`config.mk`:
```
export PLATFORM = sky130hd
export DESIGN_NAME = sb_scoreboard
export DESIGN_NICKNAME = d
export VERILOG_FILES = /design/src/rtl/sb_pkg.sv /design/src/rtl/sb_fu_timer.sv /design/src/rtl/sb_wb_arb.sv /design/src/rtl/sb_scoreboard.sv
export SDC_FILE = /design/constraint.sdc
export NUM_CORES = 1
export LEC_CHECK = 0
export BUFFER_PORTS_ARGS = -buffer_cell sky130_fd_sc_hd__buf_2
export CORE_ASPECT_RATIO = 0.5
export CORE_UTILIZATION = 35
export DETAILED_ROUTE_END_ITERATION = 8
export SYNTH_ARGS = -nofsm -noshare
export SYNTH_HDL_FRONTEND = slang
export SYNTH_SLANG_ARGS = --single-unit
export TNS_END_PERCENT = 5
```
`constraint.sdc`:
```
create_clock -name clk -period 4.65 [get_ports clk]
set_clock_uncertainty 0.15 [all_clocks]
set_input_delay 0.465 -clock clk [delete_from_list [all_inputs] [get_ports clk]]
set_output_delay 0.465 -clock clk [all_outputs]
set_load 0.005 [all_outputs]
```
`src/rtl/sb_pkg.sv`:
```
package sb_pkg;

    localparam int NFU    = 5;
    localparam int UW     = 3;
    localparam int REGW   = 5;
    localparam int NREG   = 1 << REGW;

    localparam int U_INT  = 0;
    localparam int U_MUL1 = 1;
    localparam int U_MUL2 = 2;
    localparam int U_ADD  = 3;
    localparam int U_DIV  = 4;

    typedef enum logic [1:0] {
        OP_LOAD = 2'd0,
        OP_MUL  = 2'd1,
        OP_ADD  = 2'd2,
        OP_DIV  = 2'd3
    } op_e;

    typedef enum logic [1:0] {
        ST_IDLE = 2'd0,
        ST_OPS  = 2'd1,
        ST_EXEC = 2'd2,
        ST_DONE = 2'd3
    } st_e;

    // producer tags: 0 means "value already in the register file"
    typedef logic [UW-1:0] tag_t;

    typedef struct packed {
        logic            busy;
        st_e             st;
        op_e             op;
        logic [REGW-1:0] fi;
        logic [REGW-1:0] fj;
        logic [REGW-1:0] fk;
        tag_t            qj;
        tag_t            qk;
        logic            rj;
        logic            rk;
    } fu_ent_t;

    function automatic tag_t unit_tag(input logic [UW-1:0] u);
        return u + tag_t'(1);
    endfunction

    function automatic logic [UW-1:0] tag_unit(input tag_t t);
        return t - tag_t'(1);
    endfunction

endpackage

```
`src/rtl/sb_fu_timer.sv`:
```
module sb_fu_timer #(
    parameter int LAT = 1,
    parameter int CW  = $clog2(LAT + 1)
) (
    input  logic clk,
    input  logic rst,
    input  logic start,
    output logic done
);
    logic [CW-1:0] cnt;

    always_ff @(posedge clk) begin
        if (rst)
            cnt <= '0;
        else if (start)
            cnt <= LAT[CW-1:0];
        else if (cnt != '0)
            cnt <= cnt - CW'(1);
    end

    assign done = (cnt == CW'(1));

    // a running slot is never restarted before its count expires
    a_r6_no_restart: assert property (@(posedge clk) disable iff (rst)
        (cnt != '0) |-> !start);

endmodule

```
`src/rtl/sb_wb_arb.sv`:
```
module sb_wb_arb #(
    parameter int N = 5
) (
    input  logic [N-1:0] req,
    output logic [N-1:0] grant
);
    // fixed priority, lowest index first
    always_comb begin
        grant = '0;
        for (int i = 0; i < N; i++) begin
            if (req[i] && (grant == '0))
                grant[i] = 1'b1;
        end
    end
endmodule

```
`src/rtl/sb_scoreboard.sv`:
```
module sb_scoreboard
    import sb_pkg::*;
#(
    parameter int LAT_INT = 1,
    parameter int LAT_ADD = 2,
    parameter int LAT_MUL = 10,
    parameter int LAT_DIV = 40
) (
    input  logic            clk,
    input  logic            rst,
    input  logic            in_valid,
    input  logic [1:0]      in_op,
    input  logic [REGW-1:0] in_dst,
    input  logic [REGW-1:0] in_src1,
    input  logic [REGW-1:0] in_src2,
    output logic            in_ready,
    output logic [UW-1:0]   iss_unit,
    output logic [NFU-1:0]  fu_start,
    output logic            wb_en,
    output logic [REGW-1:0] wb_reg,
    output logic [UW-1:0]   wb_unit
);
    fu_ent_t        ent   [NFU];
    tag_t           rstat [NREG];

    logic [NFU-1:0] busy;
    logic [NFU-1:0] fu_done;
    logic [NFU-1:0] war;
    logic [NFU-1:0] wb_req;
    logic [NFU-1:0] wb_grant;
    logic [UW-1:0]  sel;
    logic           sel_ok;
    logic           waw;
    logic           do_issue;
    tag_t           wb_tag;
    fu_ent_t        new_ent;

    // ---------------- issue ----------------
    always_comb begin
        for (int u = 0; u < NFU; u++) busy[u] = ent[u].busy;
    end

    always_comb begin
        sel    = '0;
        sel_ok = 1'b0;
        case (op_e'(in_op))
            OP_LOAD: if (!busy[U_INT]) begin sel = UW'(U_INT); sel_ok = 1'b1; end
            OP_MUL: begin
                if (!busy[U_MUL1])      begin sel = UW'(U_MUL1); sel_ok = 1'b1; end
                else if (!busy[U_MUL2]) begin sel = UW'(U_MUL2); sel_ok = 1'b1; end
            end
            OP_ADD:  if (!busy[U_ADD]) begin sel = UW'(U_ADD); sel_ok = 1'b1; end
            default: if (!busy[U_DIV]) begin sel = UW'(U_DIV); sel_ok = 1'b1; end
        endcase
    end

    assign waw      = (rstat[in_dst] != '0);
    assign in_ready = sel_ok && !waw;
    assign iss_unit = sel;
    assign do_issue = in_valid && in_ready;

    // new status record; a source written this very cycle counts as ready
    always_comb begin
        new_ent      = '0;
        new_ent.busy = 1'b1;
        new_ent.st   = ST_OPS;
        new_ent.op   = op_e'(in_op);
        new_ent.fi   = in_dst;
        if (op_e'(in_op) == OP_LOAD) begin
            new_ent.rj = 1'b1;
            new_ent.rk = 1'b1;
        end else begin
            new_ent.fj = in_src1;
            new_ent.fk = in_src2;
            new_ent.qj = (wb_en && wb_reg == in_src1) ? '0 : rstat[in_src1];
            new_ent.qk = (wb_en && wb_reg == in_src2) ? '0 : rstat[in_src2];
            new_ent.rj = (new_ent.qj == '0);
            new_ent.rk = (new_ent.qk == '0);
        end
    end

    // ---------------- read operands / execute ----------------
    always_comb begin
        for (int u = 0; u < NFU; u++)
            fu_start[u] = (ent[u].st == ST_OPS) && ent[u].rj && ent[u].rk;
    end

    for (genvar u = 0; u < NFU; u++) begin : g_fu
        localparam int L = (u == U_INT) ? LAT_INT :
                           (u == U_ADD) ? LAT_ADD :
                           (u == U_DIV) ? LAT_DIV : LAT_MUL;

        sb_fu_timer #(.LAT(L)) u_tmr (
            .clk   (clk),
            .rst   (rst),
            .start (fu_start[u]),
            .done  (fu_done[u])
        );

        // operand read is a single-cycle pulse
        a_r5_start_single: assert property (@(posedge clk) disable iff (rst)
            fu_start[u] |=> !fu_start[u]);

        // a slot waiting on a source names a producer that is still live
        a_r9_wait_on_live: assert property (@(posedge clk) disable iff (rst)
            (ent[u].st == ST_OPS && !ent[u].rj) |-> ent[tag_unit(ent[u].qj)].busy);
    end

    // ---------------- write result ----------------
    always_comb begin
        for (int u = 0; u < NFU; u++) begin
            war[u] = 1'b0;
            for (int v = 0; v < NFU; v++) begin
                if (v != u && ent[v].busy && ent[v].op != OP_LOAD &&
                    ((ent[v].rj && ent[v].fj == ent[u].fi) ||
                     (ent[v].rk && ent[v].fk == ent[u].fi)))
                    war[u] = 1'b1;
            end
            wb_req[u] = (ent[u].st == ST_DONE) && !war[u];
        end
    end

    sb_wb_arb #(.N(NFU)) u_arb (
        .req   (wb_req),
        .grant (wb_grant)
    );

    always_comb begin
        wb_unit = '0;
        for (int u = 0; u < NFU; u++)
            if (wb_grant[u]) wb_unit = UW'(u);
    end

    assign wb_en  = |wb_grant;
    assign wb_reg = ent[wb_unit].fi;
    assign wb_tag = unit_tag(wb_unit);

    // ---------------- state update ----------------
    always_ff @(posedge clk) begin
        if (rst) begin
            for (int u = 0; u < NFU; u++)  ent[u]   <= '0;
            for (int r = 0; r < NREG; r++) rstat[r] <= '0;
        end else begin
            for (int u = 0; u < NFU; u++) begin
                if (fu_start[u]) begin
                    ent[u].st <= ST_EXEC;
                    ent[u].rj <= 1'b0;
                    ent[u].rk <= 1'b0;
                end
                if (fu_done[u])
                    ent[u].st <= ST_DONE;
                if (wb_grant[u]) begin
                    ent[u].busy <= 1'b0;
                    ent[u].st   <= ST_IDLE;
                end
                if (wb_en && ent[u].st == ST_OPS) begin
                    if (ent[u].qj == wb_tag) begin
                        ent[u].rj <= 1'b1;
                        ent[u].qj <= '0;
                    end
                    if (ent[u].qk == wb_tag) begin
                        ent[u].rk <= 1'b1;
                        ent[u].qk <= '0;
                    end
                end
            end
            if (wb_en)
                rstat[wb_reg] <= '0;
            if (do_issue) begin
                ent[sel]      <= new_ent;
                rstat[in_dst] <= unit_tag(sel);
            end
        end
    end

    // ---------------- assertions ----------------
    // at most one write per cycle
    a_r8_one_write: assert property (@(posedge clk) disable iff (rst)
        $onehot0(wb_grant));

    // every pending destination belongs to a live slot writing that register
    for (genvar r = 0; r < NREG; r++) begin : g_reg
        a_r3_owner_live: assert property (@(posedge clk) disable iff (rst)
            (rstat[r] != '0) |->
                (ent[tag_unit(rstat[r])].busy && ent[tag_unit(rstat[r])].fi == REGW'(r)));
    end

    // no granted writer leaves a ready, unread reader of its destination
    for (genvar v = 0; v < NFU; v++) begin : g_war
        a_r7_no_stale_reader: assert property (@(posedge clk) disable iff (rst)
            (wb_en && wb_unit != UW'(v) && ent[v].busy && ent[v].op != OP_LOAD) |->
                !((ent[v].rj && ent[v].fj == wb_reg) || (ent[v].rk && ent[v].fk == wb_reg)));
    end

endmodule

```
# --- Word-level counts from Yosys, hierarchy flattened ---
# Memories as Yosys holds them, arrays and structs flattened.
# Cells that the tools add are included.
# Widths: inputs -> output; s select.
word_totals:
  register_bits: 17
  ramBits: 236
  inputBits: 20
  elab_cells: 486
  n_memories: 2
op_classes:
  n_addsub: 7
  n_eq_ne: 68
  n_mux: 203
  bitwise: 51
  reduce_logical: 146
memory_table:
  columns: ["memory", "words", "width", "read_ports", "rd_clocked_by_memory_dff", "wr", "line_no", "text"]
  rows:
  - ["ent", 5, 28, 6, 0, 6, "sb_scoreboard.sv:23", "fu_ent_t ent [NFU];"]
  - ["rstat", 32, 3, 3, 0, 32, "sb_scoreboard.sv:24", "tag_t rstat [NREG];"]
ops:
  columns: ["operator", "count"]
  rows:
  - ["$eq 5x5->1", 42]
  - ["$mux 1", 153]
  - ["$logic_and 1x1->1", 93]
  - ["$mux 3", 18]
  - ["$or 1x1->1", 50]
  - ["$mux 2", 21]
  - ["$eq 3x3->1", 10]
  - ["$logic_or 1x1->1", 20]
  - ["$reduce_bool 2->1", 10]
  - ["$mux 16", 1]
  - ["$mux 4", 4]
  - ["$eq 2x1->1 const B", 7]
  - ["$eq 2x2->1 const B", 6]
  - ["$mux 6", 2]
  - ["$mux 5", 2]
  - ["$logic_not 3->1", 3]
  - ["$pmux 3 s3", 1]
  - ["$eq 4x1->1 const B", 2]
  - ["$reduce_bool 4->1", 2]
  - ["$reduce_or 2->1", 4]
  - ["$sub 4x1->4 const B", 2]
  - ["$add 3x1->3 const B", 2]
  - ["$eq 6x1->1 const B", 1]
  - ["$logic_not 1->1", 6]
  - ["other kinds (11)", 13]

# --- Depth between registers and ports, before layout ---
# Gate-level depths: netlist of run 1.
# An unclocked memory read counts as a cell.
depth:
  depth_word: 32
  depth_mapped: 16

# --- Hierarchy ---
# A second synthesis of run 1 with hierarchy kept.
unflattened:
  cells_unflattened: 1497
  hier_area_um2: 15796.4
modules_own_cells:
  columns: ["module", "instances", "cells_per_inst", "area_each_um2", "seq_area_each_um2"]
  rows:
  - ["sb_scoreboard", 1, 1414, 14983.1, 6936.7]
  - ["sb_fu_timer at g_fu[1].u_tmr ...", 2, 17, 166.4, 80.1]
  - ["sb_fu_timer at g_fu[4].u_tmr", 1, 35, 321.6, 120.1]
  - ["sb_fu_timer at g_fu[3].u_tmr", 1, 6, 70.1, 40.0]
  - ["sb_wb_arb", 1, 6, 55.1, 0.0]
  - ["sb_fu_timer at g_fu[0].u_tmr", 1, 2, 33.8, 20.0]

# --- Worst setup path after synthesis of run 1 ---
# OpenSTA, ideal clock, no wires.
synth_timing:
  path_type: "register to register"
  startpoint: "memory ent[2][22] (netlist bit)"
  endpoint: "memory ent[4][5] (netlist bit), enable pin"
  setup_ns: 0.302
  t_arrival_ns: 3.942
  t_required_ns: 4.198
  setup_slack_ns: 0.256
  path_stages_with_launch: 16
  synth_period_minus_slack_ns: 4.394
  cell_sequence: "edfxtp_1 buf_4 xnor2_1 nand3_1 nor4_1 or4_4 nor3_4 nor2_1 o21ai_0 clkbuf_1 inv_1 ha_1 buf_1 xor2_1 or4_1 nand2_1"
synth_lines:
  columns: ["element", "line_no"]
  rows:
  - ["start, declared", "sb_scoreboard.sv:23"]

==> out/qor.txt, run 1 <==
====================================================================================
Run status                                                              finished, final reports clean
Number of enable flip-flop cells after synthesis                                 221
Number of cell instances on the worst register-to-register path                   12
Critical path class                                                       reg -> out
Share of total power in combinational logic                                    0.146
Max Clock Freq                                                             0.223 GHz
Fraction of power consumed by the clock network                                0.367
Number of endpoints with negative hold slack in the final report                   0
Final antenna-violating net count                                                  0
Power per Cell Area                                                      321 mW/mm^2
Share of total power consumed by net switching                                 0.272
Final hold slack                                                            0.273 ns
Clock sink count                                                                 253
Worst path max stage delay                                                   0.86 ns
Worst-case setup slack after placement                                      0.264 ns
Crit path launch type                                                       register
Total Power Consumption                                                      5.66 mW
Top_reg_cell synth                                                      sky130_fd_sc_hd__edfxtp_1
Critical Path Source                                                    ent[2][19]$_DFFE_PP_
Post-synthesis cell type count                                                    84
Area growth from synthesis to final layout                                     12.2%
Ys Warns                                                                           0
Fin crit share                                                                 0.965
Count leader, synth                                                     sky130_fd_sc_hd__edfxtp_1
Worst path arrival time                                                      3.87 ns
H-Tree Depth                                                                       1
Reg-to-reg endpoint                                                     rstat[23][1]$_SDFFCE_PN0P_
Static leakage power                                                         6.27 nW
Max transition margin                                                          0.356
Setup repair bufs after CTS                                                        0
Starting utilization of the core area                                          0.358
Critical path destination                                                  wb_reg[0]
Clock tree from TritonCTS                                                       done
Final setup violating endpoints                                                    0
Count of placed standard cells including taps                                  2,083
Total congestion overflow after global routing                                     0
DR vias/cell                                                                    5.71
Synth area leaders                                                      sky130_fd_sc_hd__edfxtp_1 (42%), sky130_fd_sc_hd__mux4_2 (9.2%), sky130_fd_sc_hd__xnor2_1 (8.7%)
Setup crit end kind                                                     primary output
Wire length of the first global-routing pass                               74,800 um
Count of buffers inserted at the top-level ports                                  37
Post-cts repair resize count                                                       0
Placement row count                                                               54
Wirelength per Cell                                                          23.6 um
Post-synthesis sequential area ratio                                           0.463
Number of top-level pins                                                          38
Die W                                                                         302 um
Number of global-route vias before repair                                     11,475
Antenna diode count                                                                0
Avg Cell Area, Syn                                                         10.7 um^2
FF/Latch Area                                                           0.00728 mm^2
Share of flip-flops with an asynchronous set or reset after synthesis              0
Unrepaired setup endpoints after global routing                                false
Total via count in the routed design                                          12,152
WL final                                                                   50,200 um
Worst-case clock buffer depth                                                      3
Vert. Die Dim                                                                 152 um
Sum of net half-perimeters after detailed placement                        36,800 um
Post-synth top area share                                                      0.423
Setup slack of the worst register-to-register path                           0.22 ns
Number of cells produced by synthesis                                          1,467
Sequence of cells on the critical path                                  xnor2_1, nand3_1, nor4_1, or4_4, or3_4, and3_1, o31ai_1, and4_1, inv_2, buf_2
Cell accounting for the most synthesized area                           sky130_fd_sc_hd__edfxtp_1
Core box area                                                            0.0439 mm^2
Layout fillers                                                                 4,230
Net switching power of the design                                            1.54 mW
Source-to-sink clock delay at the later pin of the worst-skew pair           0.57 ns
Max-cap violation count                                                            0
Largest voltage drop on the vdd net                                         0.229 mV
Initial antenna violation count                                                    0
Reg-to-reg critical path startpoint                                     ent[2][19]$_DFFE_PP_
Min cycle time layout                                                        4.49 ns
Setup TNS                                                                       0 ns
Area of the die                                                          0.0458 mm^2
Number of DRC violations after detailed-routing iteration 0                    1,621
Cell internal power dissipation                                              4.12 mW
Worst min-delay path category                                              in -> reg
Pin count of the biggest net entering global routing                              59
Cell types with the highest counts after synthesis                      sky130_fd_sc_hd__edfxtp_1 (221), sky130_fd_sc_hd__nor2_1 (207), sky130_fd_sc_hd__xnor2_1 (156)
Number of register bits inferred by synthesis                                    253
Number of buffers inserted during clock tree synthesis                            26
All-layer global routing usage                                                 0.220
Initial DRT Pass Iterations                                                        6
Critical path data required time                                             4.03 ns
Final GP Congestion                                                            0.933
Tightest Pin Transition                                                     0.958 ns
Proportion of layout cells with a drive suffix above 1                         0.158
Root cell of the clock tree                                             sky130_fd_sc_hd__clkbuf_16
# DRC                                                                              0
Largest fanout on the critical path                                               13
Final critical-path setup slack                                             0.161 ns
Critical-path top delay cell                                            sky130_fd_sc_hd__edfxtp_1
Netlist Area Pre-Place                                                   0.0157 mm^2
Final layout net count                                                         1,547
Clk pin slew, worst setup/hold paths                                         0.07 ns
Hold-fix buffer count after cts                                                    0
Final Non-Filler Cells                                                         2,129
Final cell utilization of the core                                             0.401
Area post-placement                                                      0.0168 mm^2
Multi-input gate area in the final layout                               0.00786 mm^2
Max-slew violation count                                                           0
Total non-filler cell area in the finished layout                        0.0176 mm^2
Reg power frac                                                                 0.486
====================================================================================
==> sequential cells by signal (all words and copies together) (netlist names) <==
| signal | cells |
|---|---|
| ent | 140 |
| g_fu.u_tmr.done | 1 |
| g_fu.u_tmr.cnt | 16 |
| rstat | 96 |
==> how the worst min path moves through the flow <==
| stage | startpoint | to | slack [ns] | cells after the start |
|---|---|---|---|---|
| floorplan | g_fu[3].u_tmr.cnt[0]$_SDFFE_PP0P_ | g_fu[3].u_tmr.cnt[0]$_SDFFE_PP0P_ | 0.26 | 1 |
| global placement | g_fu[3].u_tmr.cnt[0]$_SDFFE_PP0P_ | g_fu[3].u_tmr.cnt[0]$_SDFFE_PP0P_ | 0.28 | 1 |
| detailed placement | g_fu[3].u_tmr.cnt[0]$_SDFFE_PP0P_ | g_fu[3].u_tmr.cnt[0]$_SDFFE_PP0P_ | 0.29 | 1 |
| CTS | in_dst[4] | ent[0][22]$_DFFE_PP_ | 0.25 | 2 |
| global route | in_dst[1] | ent[0][19]$_DFFE_PP_ | 0.26 | 3 |
| finish | rst | g_fu[1].u_tmr.cnt[2]$_SDFFE_PP0P_ | 0.27 | 5 |
==> per-layer routing <==
metal | vias up | GRT usage | share of wire
met3 | 113 | 0.0364 | 0.091
met5 | - | 0 | 0
met2 | 624 | 0.351 | 0.45
met1 | 5963 | 0.305 | 0.42
met4 | 0 | 0.0732 | 0.035
li1 | 5452 | - | -
==> critical path, delay by kind of cell (launching register included) <==
kind	cells	cell delay, ns
and+or+nand+nor	6	1.87
AOI/OAI and AO/OA	1	0.21
xor gates and xnor gates	1	0.13
DFF	1	0.86
buffers and inverters	2	0.24
==> power by group through the flow <==
stage	registers, mW	logic (mW)	clock network [mW]
finish	2.75	0.829	2.08
CTS	2.75	0.821	2.10
detailed placement	2.80	0.817	0
floorplan	2.70	0.623	0
global placement	2.80	0.811	0
global route	2.77	0.905	2.19
==> final cells by class <==
class,count,area share
clock inverter,11,0.00618
timing repair buffer,119,0.0455
sequential,253,0.413
multi-input combinational,1089,0.446
inverter,34,0.00724
clock buffer,35,0.0401
tap,588,0.0418
==> placed cells by master (no fill, tap or decap), types with 11 or more instances in the layout <==
master,Yosys,layout
sky130_fd_sc_hd__and3_1,15,15
sky130_fd_sc_hd__and2_1,15,15
sky130_fd_sc_hd__buf_2,31,37
sky130_fd_sc_hd__buf_4,12,82
sky130_fd_sc_hd__o21ai_0,19,18
sky130_fd_sc_hd__a21oi_1,38,38
sky130_fd_sc_hd__xnor2_1,156,156
sky130_fd_sc_hd__mux2i_1,11,11
sky130_fd_sc_hd__a221o_1,24,24
sky130_fd_sc_hd__conb_1,1,21
sky130_fd_sc_hd__nor4_1,41,41
sky130_fd_sc_hd__inv_1,31,31
sky130_fd_sc_hd__nand3_1,47,47
sky130_fd_sc_hd__a211oi_1,22,22
sky130_fd_sc_hd__clkbuf_16,0,27
sky130_fd_sc_hd__nand2_1,117,117
sky130_fd_sc_hd__dfxtp_1,32,32
sky130_fd_sc_hd__nand4_1,22,22
sky130_fd_sc_hd__nor2_1,207,207
sky130_fd_sc_hd__xor2_1,87,87
sky130_fd_sc_hd__edfxtp_1,221,221
sky130_fd_sc_hd__mux4_2,64,64
sky130_fd_sc_hd__nor3_1,56,56
==> logic make-up (layout without fill, tap and decap cells) <==
kind of cell / after synthesis / in the layout / synth area share
other: 1 / 21 / 0.000239
buffers and inverters: 145 / 199 / 0.0413
muxes: 80 / 80 / 0.103
adders and majority gates: 4 / 4 / 0.00319
DFF: 253 / 253 / 0.463
AOI/OAI and AO/OA: 166 / 166 / 0.0774
xor gates and xnor gates: 244 / 244 / 0.137
and+or+nand+nor: 574 / 574 / 0.175
No activity file was read; power rests on OpenSTA's default activity.
==> inputs of run 2 (changes only) <==
- PLACE_DENSITY: not set -> 0.53
==> run 2 against run 1 <==
Die area stayed put; clock-buffer cell count decreased by 5; first-iteration DRC count shrank 22%; largest cell class unchanged.
==> out/qor.txt, run 2 (same netlist as run 1, synthesis figures left out) <==
==================================================================================
Run status                                                            finished, final reports clean   unchanged
Total via count in the routed design                                        12,283   was 12,152
Clock sink count                                                               253   unchanged
Root cell of the clock tree                                           sky130_fd_sc_hd__clkbuf_16   unchanged
Commonest cells after routing, fill and taps aside                    sky130_fd_sc_hd__edfxtp_1 (221), sky130_fd_sc_hd__nor2_1 (207), sky130_fd_sc_hd__xnor2_1 (156)   unchanged
Post-route met1 wirelength                                               23,400 um   was 21,300 um
Number of top-level pins                                                        38   unchanged
Setup crit end kind                                                       register   was primary output
Clock tree from TritonCTS                                                     done   unchanged
Setup TNS                                                                     0 ns   unchanged
Wirelength per Cell                                                        24.9 um   was 23.6 um
Die W                                                                       302 um   unchanged
Number of global-route vias before repair                                   11,882   was 11,475
Proportion of layout cells with a drive suffix above 1                       0.161   was 0.158
Power per Cell Area                                                    336 mW/mm^2   was 321 mW/mm^2
Unrepaired setup endpoints after global routing                              false   unchanged
DR vias/cell                                                                  5.77   was 5.71
Initial DRT Pass Iterations                                                      6   unchanged
Setup slack of the worst register-to-register path                         0.13 ns   was 0.22 ns
Vert. Die Dim                                                               152 um   unchanged
Pin count of the biggest net entering global routing                            59   unchanged
Setup repair bufs after CTS                                                      0   unchanged
Total congestion overflow after global routing                                   0   unchanged
Sum of net half-perimeters after detailed placement                      39,700 um   was 36,800 um
Fin crit share                                                               0.973   was 0.965
Biggest register                                                               ent   unchanged
Final cell utilization of the core                                           0.405   was 0.401
Clk pin slew, worst setup/hold paths                                       0.06 ns   was 0.07 ns
Flip-flop count of the largest register, all copies and words added            140   unchanged
Source-to-sink clock delay at the later pin of the worst-skew pair         0.57 ns   about the same
Hold-fix buffer count after cts                                                  0   unchanged
Final setup violating endpoints                                                  0   unchanged
Max transition margin                                                        0.330   was 0.356
Met2 wirelength from detailed routing                                    23,600 um   was 22,500 um
Final GP Congestion                                                          0.956   was 0.933
Total Power Consumption                                                    5.97 mW   was 5.66 mW
Number of endpoints with negative hold slack in the final report                 0   unchanged
All-layer global routing usage                                               0.232   was 0.220
Final hold slack                                                          0.286 ns   was 0.273 ns
Critical path data required time                                           4.72 ns   was 4.03 ns
Post-cts repair resize count                                                     0   unchanged
Max Clock Freq                                                           0.221 GHz   was 0.223 GHz
Min cycle time layout                                                      4.52 ns   was 4.49 ns
Largest voltage drop on the vdd net                                       0.210 mV   was 0.229 mV
Core box area                                                          0.0439 mm^2   unchanged
Final layout net count                                                       1,541   was 1,547
Placement row count                                                             54   unchanged
Top sig layer                                                                 met5   was met4
Final Non-Filler Cells                                                       2,128   was 2,129
Largest fanout on the critical path                                             13   unchanged
Tightest Pin Transition                                                   0.997 ns   was 0.958 ns
Worst-case clock buffer depth                                                    3   unchanged
Max-cap violation count                                                          0   unchanged
Biggest regs                                                          ent x140, rstat x96, g_fu.u_tmr.cnt x16   unchanged
Worst path arrival time                                                    4.59 ns   was 3.87 ns
Area of the die                                                        0.0458 mm^2   unchanged
H-Tree Depth                                                                     1   unchanged
Initial antenna violation count                                                  3   was 0
Number of buffers inserted during clock tree synthesis                          27   was 26
Met3 routed wirelength                                                     4510 um   was 4590 um
Area growth from synthesis to final layout                                   13.2%   was 12.2%
Wire length of the first global-routing pass                             77,800 um   was 74,800 um
Count of placed standard cells including taps                                2,076   was 2,083
Worst min-delay path category                                            in -> reg   unchanged
Final antenna-violating net count                                                0   unchanged
Starting utilization of the core area                                        0.358   unchanged
WL final                                                                 53,100 um   was 50,200 um
# DRC                                                                            0   unchanged
Max-slew violation count                                                         0   unchanged
Count of buffers inserted at the top-level ports                                37   unchanged
Crit path launch type                                                     register   unchanged
Static leakage power                                                       6.32 nW   was 6.27 nW
Number of DRC violations after detailed-routing iteration 0                  1,272   was 1,621
Leading cell type in the layout, fill and taps excluded               sky130_fd_sc_hd__edfxtp_1   unchanged
Critical path class                                                     reg -> reg   was reg -> out
==================================================================================
## run 2: layer usage
metal | up-vias | GRT usage
met1 | 6143 | 0.325
met5 | - | 0
met2 | 583 | 0.368
met4 | 2 | 0.0677
li1 | 5446 | -
met3 | 109 | 0.0411
## run 2: worst max-delay path: stages (launching register included)
cell	delay, ns
sky130_fd_sc_hd__edfxtp_1	0.60
sky130_fd_sc_hd__buf_4	0.28
sky130_fd_sc_hd__xnor2_1	0.13
sky130_fd_sc_hd__nand3_1	0.09
sky130_fd_sc_hd__nor4_2	0.07
sky130_fd_sc_hd__or4_4	0.49
sky130_fd_sc_hd__or3_4	0.46
sky130_fd_sc_hd__and3_1	0.20
sky130_fd_sc_hd__o31ai_1	0.25
sky130_fd_sc_hd__and4_1	0.51
sky130_fd_sc_hd__and3b_1	0.48
sky130_fd_sc_hd__inv_1	0.10
sky130_fd_sc_hd__o21ai_1	0.35
## run 2: cell type report
type,count,area (um^2)
fillers,4197,26100
multi-input cells,1089,7870
flip-flops and latches,253,7280
repair buffers,112,798
well taps,588,736
clock buffers,30,687
clock inverters,19,264
inverters,34,128
diodes,3,7.51
## run 2: worst paths after layout
check | end | from | cells past startpoint
setup / recovery | rstat[14][2]$_SDFFCE_PN0P_ | ent[2][19]$_DFFE_PP_ | 12
hold / removal | ent[0][19]$_DFFE_PP_ | in_dst[1] | 3
setup reg to reg | rstat[14][2]$_SDFFCE_PN0P_ | ent[2][19]$_DFFE_PP_ | 12
hold reg to reg | g_fu[3].u_tmr.cnt[0]$_SDFFE_PP0P_ | g_fu[3].u_tmr.cnt[0]$_SDFFE_PP0P_ | 1
## run 2: metrics by stage
stage | setup slack [ns] | area [um^2]
floorplan | 0.256 | 15800
global placement | 0.188 | 16800
detailed placement | 0.135 | 16800
CTS | 0.0881 | 17700
global route | 0.00467 | 17800
finish | 0.126 | 17800
## run 2: power breakdown
| group | switching [mW] | internal [mW] |
|---|---|---|
| clock | 0.963 | 1.40 |
| combinational | 0.486 | 0.364 |
| sequential | 0.165 | 2.59 |
